### src/rtl/mlc_pkg.sv
package mlc_pkg;

  typedef enum logic [1:0] {
    MS_IDLE = 2'd0,
    MS_CTRL = 2'd1,
    MS_RAW  = 2'd2,
    MS_SCAN = 2'd3
  } mlc_mode_e;

  // Group size of layer l when each layer splits by 2**split_log2.
  function automatic int unsigned grp_size(int unsigned n, int unsigned split_log2,
                                           int unsigned l);
    return n >> (split_log2 * l);
  endfunction

endpackage

### src/rtl/mlc_layer_pick.sv
// Picks the lowest-index layer whose group size divides the fill position.
module mlc_layer_pick #(
  parameter int unsigned NCHAIN     = 8,
  parameter int unsigned NLAYER     = 3,
  parameter int unsigned SPLIT_LOG2 = 1,
  parameter int unsigned KW         = 4,
  parameter int unsigned LW         = 2
) (
  input  logic [KW-1:0] fill,
  output logic [LW-1:0] layer
);
  import mlc_pkg::*;

  logic [NLAYER-1:0] fits;

  for (genvar l = 0; l < NLAYER; l++) begin : g_fit
    localparam int unsigned G = grp_size(NCHAIN, SPLIT_LOG2, l);
    assign fits[l] = ((fill % KW'(G)) == '0);
  end

  always_comb begin
    layer = LW'(NLAYER - 1);
    for (int l = NLAYER - 1; l >= 0; l--) begin
      if (fits[l]) layer = LW'(l);
    end
  end

endmodule

### src/rtl/mlc_buffer.sv
// Fill buffer: one flip-flop per chain, with a block-copy path per layer
// and a single-bit raw write path.
module mlc_buffer #(
  parameter int unsigned NCHAIN     = 8,
  parameter int unsigned NLAYER     = 3,
  parameter int unsigned SPLIT_LOG2 = 1,
  parameter int unsigned KW         = 4,
  parameter int unsigned LW         = 2
) (
  input  logic              clk,
  input  logic              rst_n,
  input  logic              clr,
  input  logic              copy_we,
  input  logic [LW-1:0]     copy_layer,
  input  logic [KW-1:0]     pos,
  input  logic              shift_we,
  input  logic              shift_bit,
  output logic [NCHAIN-1:0] data
);
  import mlc_pkg::*;

  logic [NCHAIN-1:0] nxt;

  for (genvar i = 0; i < NCHAIN; i++) begin : g_bit
    logic [NLAYER-1:0] hit;
    logic [NLAYER-1:0] src;

    for (genvar l = 0; l < NLAYER; l++) begin : g_lay
      localparam int unsigned G    = grp_size(NCHAIN, SPLIT_LOG2, l);
      localparam int unsigned BASE = (i / G) * G;
      if (i >= G) begin : g_src
        // Bit i belongs to the destination group starting at BASE.
        assign hit[l] = copy_we && (copy_layer == LW'(l)) && (pos == KW'(BASE));
        assign src[l] = data[i - G];
      end else begin : g_nosrc
        assign hit[l] = 1'b0;
        assign src[l] = 1'b0;
      end
    end

    always_comb begin
      nxt[i] = data[i];
      if (shift_we && pos == KW'(i)) nxt[i] = shift_bit;
      for (int l = 0; l < NLAYER; l++) begin
        if (hit[l]) nxt[i] = src[l];
      end
    end
  end

  always_ff @(posedge clk or negedge rst_n) begin
    if (!rst_n)   data <= '0;
    else if (clr) data <= '0;
    else          data <= nxt;
  end

  // A copy always has a completed source group below it.
  assert_copy_has_source_R3: assert property (@(posedge clk) disable iff (!rst_n)
    copy_we |-> (pos != '0));

  // Copy and raw write never share a cycle.
  assert_single_write_R5: assert property (@(posedge clk) disable iff (!rst_n)
    !(copy_we && shift_we));

endmodule

### src/rtl/mlc_ctrl.sv
// Decode sequencer: interprets control bits, counts fill and raw bits,
// tracks the layer and the slices of the pattern.
module mlc_ctrl #(
  parameter int unsigned NCHAIN     = 8,
  parameter int unsigned NLAYER     = 3,
  parameter int unsigned SPLIT_LOG2 = 1,
  parameter int unsigned CNT_W      = 16,
  parameter int unsigned KW         = 4,
  parameter int unsigned LW         = 2
) (
  input  logic             clk,
  input  logic             rst_n,
  input  logic             start,
  input  logic             abort,
  input  logic [CNT_W-1:0] chain_len,
  input  logic             in_valid,
  input  logic             in_bit,
  output logic             in_ready,
  output logic [KW-1:0]    fill_nxt,
  input  logic [LW-1:0]    lay_pick,
  output logic             clr,
  output logic             copy_we,
  output logic [LW-1:0]    copy_layer,
  output logic [KW-1:0]    pos,
  output logic             shift_we,
  output logic             shift_bit,
  output logic             scan_en,
  output logic             pattern_done,
  output logic             proto_err
);
  import mlc_pkg::*;

  localparam int unsigned GLAST = grp_size(NCHAIN, SPLIT_LOG2, NLAYER - 1);
  localparam int unsigned RW    = (GLAST > 1) ? $clog2(GLAST) : 1;
  localparam int unsigned NTAB  = 1 << LW;
  localparam logic [LW-1:0] LAST = LW'(NLAYER - 1);
  localparam logic [KW-1:0] FULL = KW'(NCHAIN);

  mlc_mode_e        mode_q, mode_d;
  logic [KW-1:0]    k_q, k_d;
  logic [LW-1:0]    layer_q, layer_d;
  logic [RW-1:0]    raw_q, raw_d;
  logic [CNT_W-1:0] slices_q, slices_d;
  logic             prev_q, prev_d;
  logic             done_q, done_d;
  logic             err_q, err_d;
  logic [KW-1:0]    gtab [NTAB];
  logic [KW-1:0]    g_cur;
  logic             accept;

  for (genvar l = 0; l < NTAB; l++) begin : g_tab
    localparam int unsigned LL = (l < NLAYER) ? l : NLAYER - 1;
    assign gtab[l] = KW'(grp_size(NCHAIN, SPLIT_LOG2, LL));
  end

  assign g_cur      = gtab[layer_q];
  assign in_ready   = (mode_q == MS_CTRL) || (mode_q == MS_RAW);
  assign accept     = in_valid && in_ready;
  assign copy_layer = layer_q;
  assign pos        = k_q;
  assign shift_bit  = in_bit;

  always_comb begin
    mode_d   = mode_q;
    k_d      = k_q;
    layer_d  = layer_q;
    raw_d    = raw_q;
    slices_d = slices_q;
    prev_d   = prev_q;
    done_d   = done_q;
    err_d    = 1'b0;
    fill_nxt = k_q;
    copy_we  = 1'b0;
    shift_we = 1'b0;
    clr      = 1'b0;

    unique case (mode_q)
      MS_CTRL: begin
        if (accept) begin
          if (in_bit) begin
            if (k_q == '0 && (layer_q != '0 || !prev_q)) begin
              err_d = 1'b1;
            end else begin
              if (k_q == '0) begin
                fill_nxt = FULL;
              end else begin
                copy_we  = 1'b1;
                fill_nxt = k_q + g_cur;
              end
              k_d = fill_nxt;
              if (fill_nxt == FULL) mode_d = MS_SCAN;
              else                  layer_d = lay_pick;
            end
          end else if (layer_q == LAST) begin
            mode_d = MS_RAW;
            raw_d  = '0;
          end else begin
            layer_d = layer_q + LW'(1);
          end
        end
      end
      MS_RAW: begin
        if (accept) begin
          shift_we = 1'b1;
          fill_nxt = k_q + KW'(1);
          k_d      = fill_nxt;
          raw_d    = raw_q + RW'(1);
          if (raw_q == RW'(GLAST - 1)) begin
            if (fill_nxt == FULL) begin
              mode_d = MS_SCAN;
            end else begin
              mode_d  = MS_CTRL;
              layer_d = lay_pick;
            end
          end
        end
      end
      MS_SCAN: begin
        k_d      = '0;
        layer_d  = '0;
        prev_d   = 1'b1;
        slices_d = slices_q + CNT_W'(1);
        if (slices_q + CNT_W'(1) == chain_len) begin
          done_d = 1'b1;
          mode_d = MS_IDLE;
        end else begin
          mode_d = MS_CTRL;
        end
      end
      default: ;
    endcase

    if (abort) begin
      mode_d   = MS_IDLE;
      copy_we  = 1'b0;
      shift_we = 1'b0;
      err_d    = 1'b0;
    end

    if (start) begin
      mode_d   = MS_CTRL;
      k_d      = '0;
      layer_d  = '0;
      raw_d    = '0;
      slices_d = '0;
      prev_d   = 1'b0;
      done_d   = 1'b0;
      err_d    = 1'b0;
      clr      = 1'b1;
      copy_we  = 1'b0;
      shift_we = 1'b0;
    end
  end

  always_ff @(posedge clk or negedge rst_n) begin
    if (!rst_n) begin
      mode_q   <= MS_IDLE;
      k_q      <= '0;
      layer_q  <= '0;
      raw_q    <= '0;
      slices_q <= '0;
      prev_q   <= 1'b0;
      done_q   <= 1'b0;
      err_q    <= 1'b0;
    end else begin
      mode_q   <= mode_d;
      k_q      <= k_d;
      layer_q  <= layer_d;
      raw_q    <= raw_d;
      slices_q <= slices_d;
      prev_q   <= prev_d;
      done_q   <= done_d;
      err_q    <= err_d;
    end
  end

  assign scan_en      = (mode_q == MS_SCAN);
  assign pattern_done = done_q;
  assign proto_err    = err_q;

  assert_fill_bound_R6: assert property (@(posedge clk) disable iff (!rst_n)
    k_q <= FULL);

  assert_layer_bound_R6: assert property (@(posedge clk) disable iff (!rst_n)
    layer_q <= LAST);

  assert_raw_at_last_R5: assert property (@(posedge clk) disable iff (!rst_n)
    (mode_q == MS_RAW) |-> (layer_q == LAST));

  assert_scan_full_R7: assert property (@(posedge clk) disable iff (!rst_n)
    scan_en |-> (k_q == FULL));

  assert_scan_single_R7: assert property (@(posedge clk) disable iff (!rst_n)
    scan_en |=> !scan_en);

  assert_done_quiet_R10: assert property (@(posedge clk) disable iff (!rst_n)
    (pattern_done && !start) |=> (pattern_done && !in_ready));

  assert_hold_idle_R12: assert property (@(posedge clk) disable iff (!rst_n)
    (in_ready && !in_valid && !start && !abort) |=> ($stable(k_q) && $stable(layer_q)));

endmodule

### src/rtl/mlc_decomp.sv
// Multilayer copy scan test decompressor, top level.
module mlc_decomp #(
  parameter int unsigned NCHAIN     = 8,
  parameter int unsigned NLAYER     = 3,
  parameter int unsigned SPLIT_LOG2 = 1,
  parameter int unsigned CNT_W      = 16
) (
  input  logic              clk,
  input  logic              rst_n,
  input  logic              start,
  input  logic              abort,
  input  logic [CNT_W-1:0]  chain_len,
  input  logic              in_valid,
  input  logic              in_bit,
  output logic              in_ready,
  output logic [NCHAIN-1:0] slice_out,
  output logic              scan_en,
  output logic              pattern_done,
  output logic              proto_err
);
  localparam int unsigned KW = $clog2(NCHAIN + 1);
  localparam int unsigned LW = (NLAYER > 1) ? $clog2(NLAYER) : 1;

  logic [KW-1:0] fill_nxt;
  logic [LW-1:0] lay_pick;
  logic          clr;
  logic          copy_we;
  logic [LW-1:0] copy_layer;
  logic [KW-1:0] pos;
  logic          shift_we;
  logic          shift_bit;

  mlc_ctrl #(
    .NCHAIN(NCHAIN), .NLAYER(NLAYER), .SPLIT_LOG2(SPLIT_LOG2),
    .CNT_W(CNT_W), .KW(KW), .LW(LW)
  ) u_ctrl (
    .clk(clk), .rst_n(rst_n), .start(start), .abort(abort),
    .chain_len(chain_len), .in_valid(in_valid), .in_bit(in_bit),
    .in_ready(in_ready), .fill_nxt(fill_nxt), .lay_pick(lay_pick),
    .clr(clr), .copy_we(copy_we), .copy_layer(copy_layer), .pos(pos),
    .shift_we(shift_we), .shift_bit(shift_bit), .scan_en(scan_en),
    .pattern_done(pattern_done), .proto_err(proto_err)
  );

  mlc_layer_pick #(
    .NCHAIN(NCHAIN), .NLAYER(NLAYER), .SPLIT_LOG2(SPLIT_LOG2),
    .KW(KW), .LW(LW)
  ) u_pick (
    .fill(fill_nxt), .layer(lay_pick)
  );

  mlc_buffer #(
    .NCHAIN(NCHAIN), .NLAYER(NLAYER), .SPLIT_LOG2(SPLIT_LOG2),
    .KW(KW), .LW(LW)
  ) u_buf (
    .clk(clk), .rst_n(rst_n), .clr(clr), .copy_we(copy_we),
    .copy_layer(copy_layer), .pos(pos), .shift_we(shift_we),
    .shift_bit(shift_bit), .data(slice_out)
  );

  // Chains see no new data while the slice is being shifted out.
  assert_stall_on_scan_R7: assert property (@(posedge clk) disable iff (!rst_n)
    scan_en |-> !in_ready);

  // A slice presented again by a top-layer copy does not change the pins.
  assert_slice_stable_R8: assert property (@(posedge clk) disable iff (!rst_n)
    (!in_ready && !start) |=> $stable(slice_out));

endmodule

### config.mk
export PLATFORM = sky130hd
export DESIGN_NAME = mlc_decomp
export DESIGN_NICKNAME = d
export VERILOG_FILES = /design/src/rtl/mlc_pkg.sv /design/src/rtl/mlc_layer_pick.sv /design/src/rtl/mlc_buffer.sv /design/src/rtl/mlc_ctrl.sv /design/src/rtl/mlc_decomp.sv
export SDC_FILE = /design/constraint.sdc
export NUM_CORES = 1
export LEC_CHECK = 0
export ABC_AREA = 0
export BUFFER_PORTS_ARGS = -buffer_cell sky130_fd_sc_hd__buf_2
export CORE_ASPECT_RATIO = 0.8
export CORE_MARGIN = 2
export CORE_UTILIZATION = 53
export DETAILED_ROUTE_END_ITERATION = 8
export PLACE_DENSITY = 0.79
export SETUP_SLACK_MARGIN = 0.4
export SYNTH_ARGS = -nofsm -noshare
export SYNTH_HDL_FRONTEND = slang
export SYNTH_SLANG_ARGS = --single-unit
### constraint.sdc
create_clock -name clk -period 2.7 [get_ports clk]
set_input_delay 0 -clock clk [delete_from_list [all_inputs] [get_ports clk]]
set_output_delay 0 -clock clk [all_outputs]
set_load 0.05 [all_outputs]
**Word-level counts from Yosys, hierarchy flattened**

Index checks and enable logic that the tools add are counted.

- Multiplexer cells: 89
- Equal/unequal tests: 30
- Reduce and logical (&&, ||, !) cells: 40
- Bitwise gates (word level): 1
- Order comparisons: 1
- $add $sub $neg: 5

Operators with widths:

| operator | number |
|---|---|
| 2-to-1 mux 4 bit | 12 |
| 2-to-1 mux 1 bit | 47 |
| 2-to-1 mux 2 bit | 21 |
| 2-to-1 mux 16 bit | 2 |
| nonzero test 4 bit | 5 |
| adder 16 x 1 -> 16 bit (second input constant) | 1 |
| equality test 16 bit | 1 |
| equality test 4 x 3 -> 1 bit (second input constant) | 4 |
| logical AND 1 bit | 16 |
| logical NOT 4 bit | 3 |
| != test 3 x 2 -> 1 bit (second input constant) | 4 |
| != test 4 x 3 -> 1 bit (second input constant) | 3 |
| != test 4 bit (second input constant) | 3 |
| one-hot mux 2 bit (3 select lines) | 2 |
| one-hot mux 4 bit (3 select lines) | 1 |
| != test 5 bit (second input constant) | 2 |
| nonzero test 2 bit | 5 |
| nonzero test 3 bit | 3 |
| binary-select mux 4 bit (select 2 bit) | 1 |
| equality test 4 x 2 -> 1 bit (second input constant) | 2 |
| equality test 4 bit (second input constant) | 2 |
| 2-to-1 mux 8 bit | 1 |
| AND reduction 8 bit | 1 |
| AND reduction 7 bit | 1 |
| 18 further kinds | 23 |

- Output and inout bits: 12
- Bits of input ports: 22
- Flip-flop bits (word level): 36

**Longest topological paths before layout**

- Depth in word-level cells: 23
- Gate-level depth with buffers: 10
- Mapped depth without buffers: 10

**Modules after synthesis**

A second synthesis with hierarchy kept.

- Cell total of the unflattened synthesis: 373
- Area total of the unflattened synthesis: 3089.2 µm²

By module, submodules not included:

| module | seq. area each (µm²) | area an instance (µm²) | cells each | instances |
|---|---|---|---|---|
| mlc_ctrl | 700.7 | 2472.4 | 306 | 1 |
| mlc_buffer | 200.2 | 603.1 | 65 | 1 |
| mlc_layer_pick | 0.0 | 13.8 | 2 | 1 |

**Worst setup path before layout**

No wires, ideal clock.

- Path type: register to register
- Start: register u_ctrl.k_q[0] (netlist: u_ctrl.pos[0])
- End: register u_buf.data[6]
- Cell stages (with the launch flop): 9
- Clock period less this slack: 2.331 ns
- Buffers on the path: 1
- Data required time: 2.572 ns
- Path slack: 0.369 ns
- Arrival time: 2.203 ns
- Path through: dfrtp_1 > clkbuf_1 > inv_1 > ha_1 > nor3b_4 > nor4_4 > mux2i_1 > a211oi_1 > mux2_1

- Cells in the longest elaborated chain, start to end: 13
- Elaborated cells between the ends (all ways): 20
- Classes of those cells: eq/ne (2); mux (10); reduce/logical (8)

Ends and longest elaborated chain:

| item | RTL line | RTL |
|---|---|---|
| start: declaration | mlc_ctrl.sv:40 | `logic [KW-1:0] k_q, k_d;` |
| start signal: assignment | mlc_ctrl.sv:167 | `k_q <= k_d;` |
| logical NOT 4 bit | mlc_ctrl.sv:81, mlc_ctrl.sv:84 |  |
| 2-to-1 mux 1 bit or logical AND 1 bit (tied branches) | mlc_ctrl.sv:84, mlc_ctrl.sv:81 |  |
| 2-to-1 mux 1 bit | mlc_ctrl.sv:81 | `if (k_q == '0 && (layer_q != '0 \|\| !prev_q)) begin` |
| 2-to-1 mux 1 bit | mlc_ctrl.sv:80 | `if (in_bit) begin` |
| 2-to-1 mux 1 bit | mlc_ctrl.sv:79 | `if (accept) begin` |
| 2-to-1 mux 1 bit | mlc_ctrl.sv:77 | `unique case (mode_q)` |
| 2-to-1 mux 1 bit | mlc_ctrl.sv:133 | `if (abort) begin` |
| 2-to-1 mux 1 bit | mlc_ctrl.sv:140 | `if (start) begin` |
| logical AND 1 bit (2 in series) | mlc_buffer.sv:33 | `assign hit[l] = copy_we && (copy_layer == LW'(l)) && (pos == KW'(BASE));` |
| 2-to-1 mux 1 bit (2 in series) | mlc_buffer.sv:45 | `if (hit[l]) nxt[i] = src[l];` |
| 2-to-1 mux 8 bit | mlc_buffer.sv:52 | `else if (clr) data <= '0;` |
| end signal: assignment | mlc_buffer.sv:53 | `else data <= nxt;` |
| end: declaration | mlc_buffer.sv:18 | `output logic [NCHAIN-1:0] data` |

Several ways; a longest one is shown, not always the timed one.
A chain may end at the register's enable or synchronous reset.

**Worst setup path in the final report**

- Start: register u_ctrl.layer_q[1] (netlist: u_ctrl.copy_layer[1])
- End: register u_ctrl.mode_q[1]

- Cells in the longest elaborated chain, start to end: 13
- Elaborated cells between the ends (all ways): 19
- Classes of those cells: add/sub (1); eq/ne (5); mux (8); bitwise (1); reduce/logical (4)

Ends and longest elaborated chain:

| item | RTL line | RTL |
|---|---|---|
| start: declaration | mlc_ctrl.sv:41 | `logic [LW-1:0] layer_q, layer_d;` |
| start signal: assignment | mlc_ctrl.sv:168 | `layer_q <= layer_d;` |
| inverter 2 -> 3 bit (not written as such) | mlc_ctrl.sv:56 | `assign g_cur = gtab[layer_q];` |
| binary-select mux 4 bit (select 2 bit) | mlc_ctrl.sv:56 |  |
| 2-to-1 mux 4 bit (not written as such) (2 in series) | mlc_ctrl.sv:56 |  |
| adder 4 bit | mlc_ctrl.sv:88 | `fill_nxt = k_q + g_cur;` |
| 2-to-1 mux 4 bit | mlc_ctrl.sv:84 | `if (k_q == '0) begin` |
| 2-to-1 mux 4 bit | mlc_ctrl.sv:81 |  |
| 2-to-1 mux 4 bit | mlc_ctrl.sv:80 |  |
| 2-to-1 mux 4 bit | mlc_ctrl.sv:79 |  |
| 2-to-1 mux 4 bit | mlc_ctrl.sv:77 |  |
| equality test 4 bit | mlc_ctrl.sv:91 | `if (fill_nxt == FULL) mode_d = MS_SCAN;` |
| != test 5 bit (no line) | - |  |
| AND reduction 7 bit (no line) * | - |  |
| end signal: assignment | mlc_ctrl.sv:166 | `mode_q <= mode_d;` |
| end: declaration | mlc_ctrl.sv:39 | `mlc_mode_e mode_q, mode_d;` |

Mark *: on every way between the ends. The rest lies on a longest branch, timed or not. The select of a mux whose other input is x is not followed.

==> impl_metrics.ini <==
[worst_setup_path]
required_ps = 2880
cp-start-kind = flip-flop
cpPeakStageDelay_ps = 380
worstPathMaxFanout = 3
cp-end-kind = flip-flop
crit_type = reg2reg
path_cells = buf_6 > ha_1 > inv_2 > fa_2 > xnor3_1 > nand4_1 > a41oi_2 > mux2_1
critPathSlowestCell = dfrtp_1
worstPathArrival_ps = 2400

[route]
wirelength_um = 8570
viasPerCell = 6.17
drtIter0Drc = 387
drc = 0
wl_met2_um = 3810
drtPass1Iterations = 6
antenna_left = 0
wl_met1_um = 3860
vias = 3052
wl_per_cell_um = 17.3
dr_wl_met3_um = 757
top_layer_used = met4

[synthesis]
syn_avg_cell_area_um2 = 8.28
ys_ff_latch = 36
synth-main-ff-cell = dfrtp_1
synthArstFlopShare_pct = 100
synth_warnings = 0
synth_fp_nets = 407
synth-edff-count = 0
yosysSeqAreaShare_pct = 29.3
ys_types = 60
synth_area_um2 = 3070
syn_inst = 371

[power_and_ir_drop]
p_sw_share_pct = 40.3
p_leak_nw = 1.57
vdd.ir_drop.worst_uv = 354
p_clk_share_pct = 22.5
power.density_nw_per_um2 = 586
p_sw_mw = 0.873
finalPower_mw = 2.16
p_comb_share_pct = 48.4
p_int_mw = 1.29
p_seq_share_pct = 29.1

[die]
num_io_pins = 34
die_area_um2 = 6420
rows = 24
die_h_um = 72.1
core-area_um2 = 5530
die_x_um = 89.1
initial_core_util_pct = 55.6

[placement]
gp_congestion = 0.977
portBuffers = 33
dpl_cell_area_um2 = 3300
dp_slack_ps = 103
place_hpwl_um = 5790

[clock_network]
clock_tree.buffer_depth = 2
insertion_delay_ps = 290
clk_pin_slew_ps = 80
root_buffer = clkbuf_8
htree_levels = 2
cts_tree = done
numCtsBuffers = 5
clkSinkCount = 36

[global_route]
first_global_vias = 2799
grt_pass1_wl_um = 13400
grt.overflow.total = 0
grt_max_degree = 37
grtUsageTotal_pct = 26.5
grt_antenna_before_repair = 0

[timing]
rsz0062_at_grt = yes
fin_crit_ps = 2230
period_share_pct = 82.4
fmax_ghz = 0.449
finClkSkew_ps = 7.62
finalSetupViolCount = 0
hold_violations = 0
worstMarginPinSlew_ps = 817
relSlewSlack_pct = 45.5
postLayoutSetupSlackWorst_ps = 474
tns_ps = 0
report.final.slew_viol_count = 0

[layout]
area_delta_synth_final_pct = 20.3
antenna_cells = 0
utilization_pct = 66.9
drive_above_1_share_pct = 24.2
layout.nets = 452
nFillCells = 473
seqCellArea_um2 = 911
multi_input_area_um2 = 2120
final_cell_area_um2 = 3690

[flow_run]
drv_cap = 0

[hold_path]
worstHoldPathType = in2reg

[outcome]
status = finished clean
final timing paths:
path                                      startpoint            endpoint  slack [ps]  cells past startpoint
worst min register to register         u_buf.data[7]       u_buf.data[7]         500                      1
max in group asynchronous                      rst_n  u_ctrl.slices_q[4]        1790                      2
worst max-delay path            u_ctrl.copy_layer[1]    u_ctrl.mode_q[1]         470                      8
worst min-delay path                           start    u_ctrl.proto_err         130                      3
worst max register to register  u_ctrl.copy_layer[1]    u_ctrl.mode_q[1]         470                      8
min in group asynchronous                      rst_n       u_buf.data[6]         330                      2
kinds of logic (layout without fill, tap and decap cells):
group / count (synthesis) / after routing / synth area share (%)
and+or+nand+nor: 151 / 151 / 26.4
muxes: 15 / 15 / 5.09
xor gates and xnor gates: 37 / 37 / 11.0
adders and majority gates: 14 / 14 / 5.95
buffers and inverters: 42 / 88 / 5.50
AOI/OAI and AO/OA: 76 / 76 / 16.7
DFF: 36 / 36 / 29.3
repair_timing:
action,CTS,global route
gates resized for setup,8,28
hold buffers,1,0
pin swaps,5,9
gates cloned,0,0
endpoints found under the setup margin,9,10
hold endpoints to repair,36,0
buffers inserted,12,6
layer usage:
| metal | vias up | track usage (%) |
|---|---|---|
| met3 | 14 | 5.80 |
| li1 | 1428 | - |
| met4 | 0 | 8.29 |
| met2 | 173 | 37.2 |
| met5 | - | 0 |
| met1 | 1437 | 40.4 |
critical path: cells and delay by family (launching register included):
| kind | cells | cell delay, ps |
|---|---|---|
| AND/OR/NAND/NOR | 1 | 130 |
| adder cells (fa/ha/maj) | 2 | 500 |
| buffers and inverters | 2 | 160 |
| multiplexers | 1 | 350 |
| AO/OA/AOI/OAI | 1 | 310 |
| flip-flops | 1 | 380 |
| XOR/XNOR | 1 | 290 |
power by group through the flow:
| stage | Clock [mW] | Combinational [mW] | Sequential (mW) |
|---|---|---|---|
| finish | 0.487 | 1.05 | 0.630 |
| global route | 0.514 | 1.12 | 0.637 |
| CTS | 0.494 | 0.902 | 0.620 |
| detailed placement | 0 | 0.805 | 0.639 |
| global placement | 0 | 0.804 | 0.637 |
| floorplan | 0 | 0.590 | 0.640 |
synthesized netlist by cell type, drive strengths merged (13+ instances only):
library cell / n / area [um^2]
nand4: 13 / 96.3
dfrtp: 36 / 901
inv: 19 / 71.3
ha: 13 / 163
nand2: 30 / 113
buf: 13 / 60.1
nor2: 41 / 154
xor2: 14 / 123
xnor2: 22 / 193
nand3: 16 / 80.1
a21oi: 20 / 100
area by class of cell:
type	instances	area share (%)
multi-input cells	293	57.3
inverters	19	1.93
repair buffers	61	10.4
clock inverters	3	1.15
clock buffers	5	1.86
flip-flops and latches	36	24.7
well taps	78	2.64
state kept, by name, summed over array words and instances, names as in the netlist:
| register | count |
|---|---|
| u_ctrl.slices_q | 16 |
| u_buf.data | 8 |
| u_ctrl.pos | 4 |
| u_ctrl.copy_layer | 2 |
| u_ctrl.mode_q | 2 |
| u_ctrl.pattern_done | 1 |
| u_ctrl.prev_q | 1 |
| u_ctrl.proto_err | 1 |
| u_ctrl.raw_q | 1 |
stage by stage:
| step | cells | hold slack, ps |
|---|---|---|
| floorplan | 371 | -296 |
| global placement | 468 | 132 |
| detailed placement | 468 | 136 |
| CTS | 489 | 137 |
| global route | 495 | 119 |
| finish | 495 | 132 |
layout by cell type (no fill, tap or decap), drive strengths merged, types with 2 or more instances in the layout:
cell type	synthesis	layout
o2111ai	2	2
a211oi	8	8
mux2i	10	10
o22ai	2	2
nand2b	3	3
a41oi	2	2
nand3b	3	3
a22oi	2	2
nor2	41	41
buf	13	60
or3	4	4
and2	5	5
clkbuf	10	5
o31ai	3	3
a31oi	7	7
dfrtp	36	36
nand2	30	30
a21o	2	2
xor2	14	14
nor4	6	6
nand3	16	16
and4	3	3
nor2b	4	4
o21ai	12	12
ha	13	13
nand4b	3	3
xnor2	22	22
nor3b	4	4
nor3	12	12
a21oi	20	20
mux2	5	5
o221ai	2	2
a311oi	2	2
inv	19	19
nand4	13	13
Note: power is estimated with default switching activity, not from simulation.
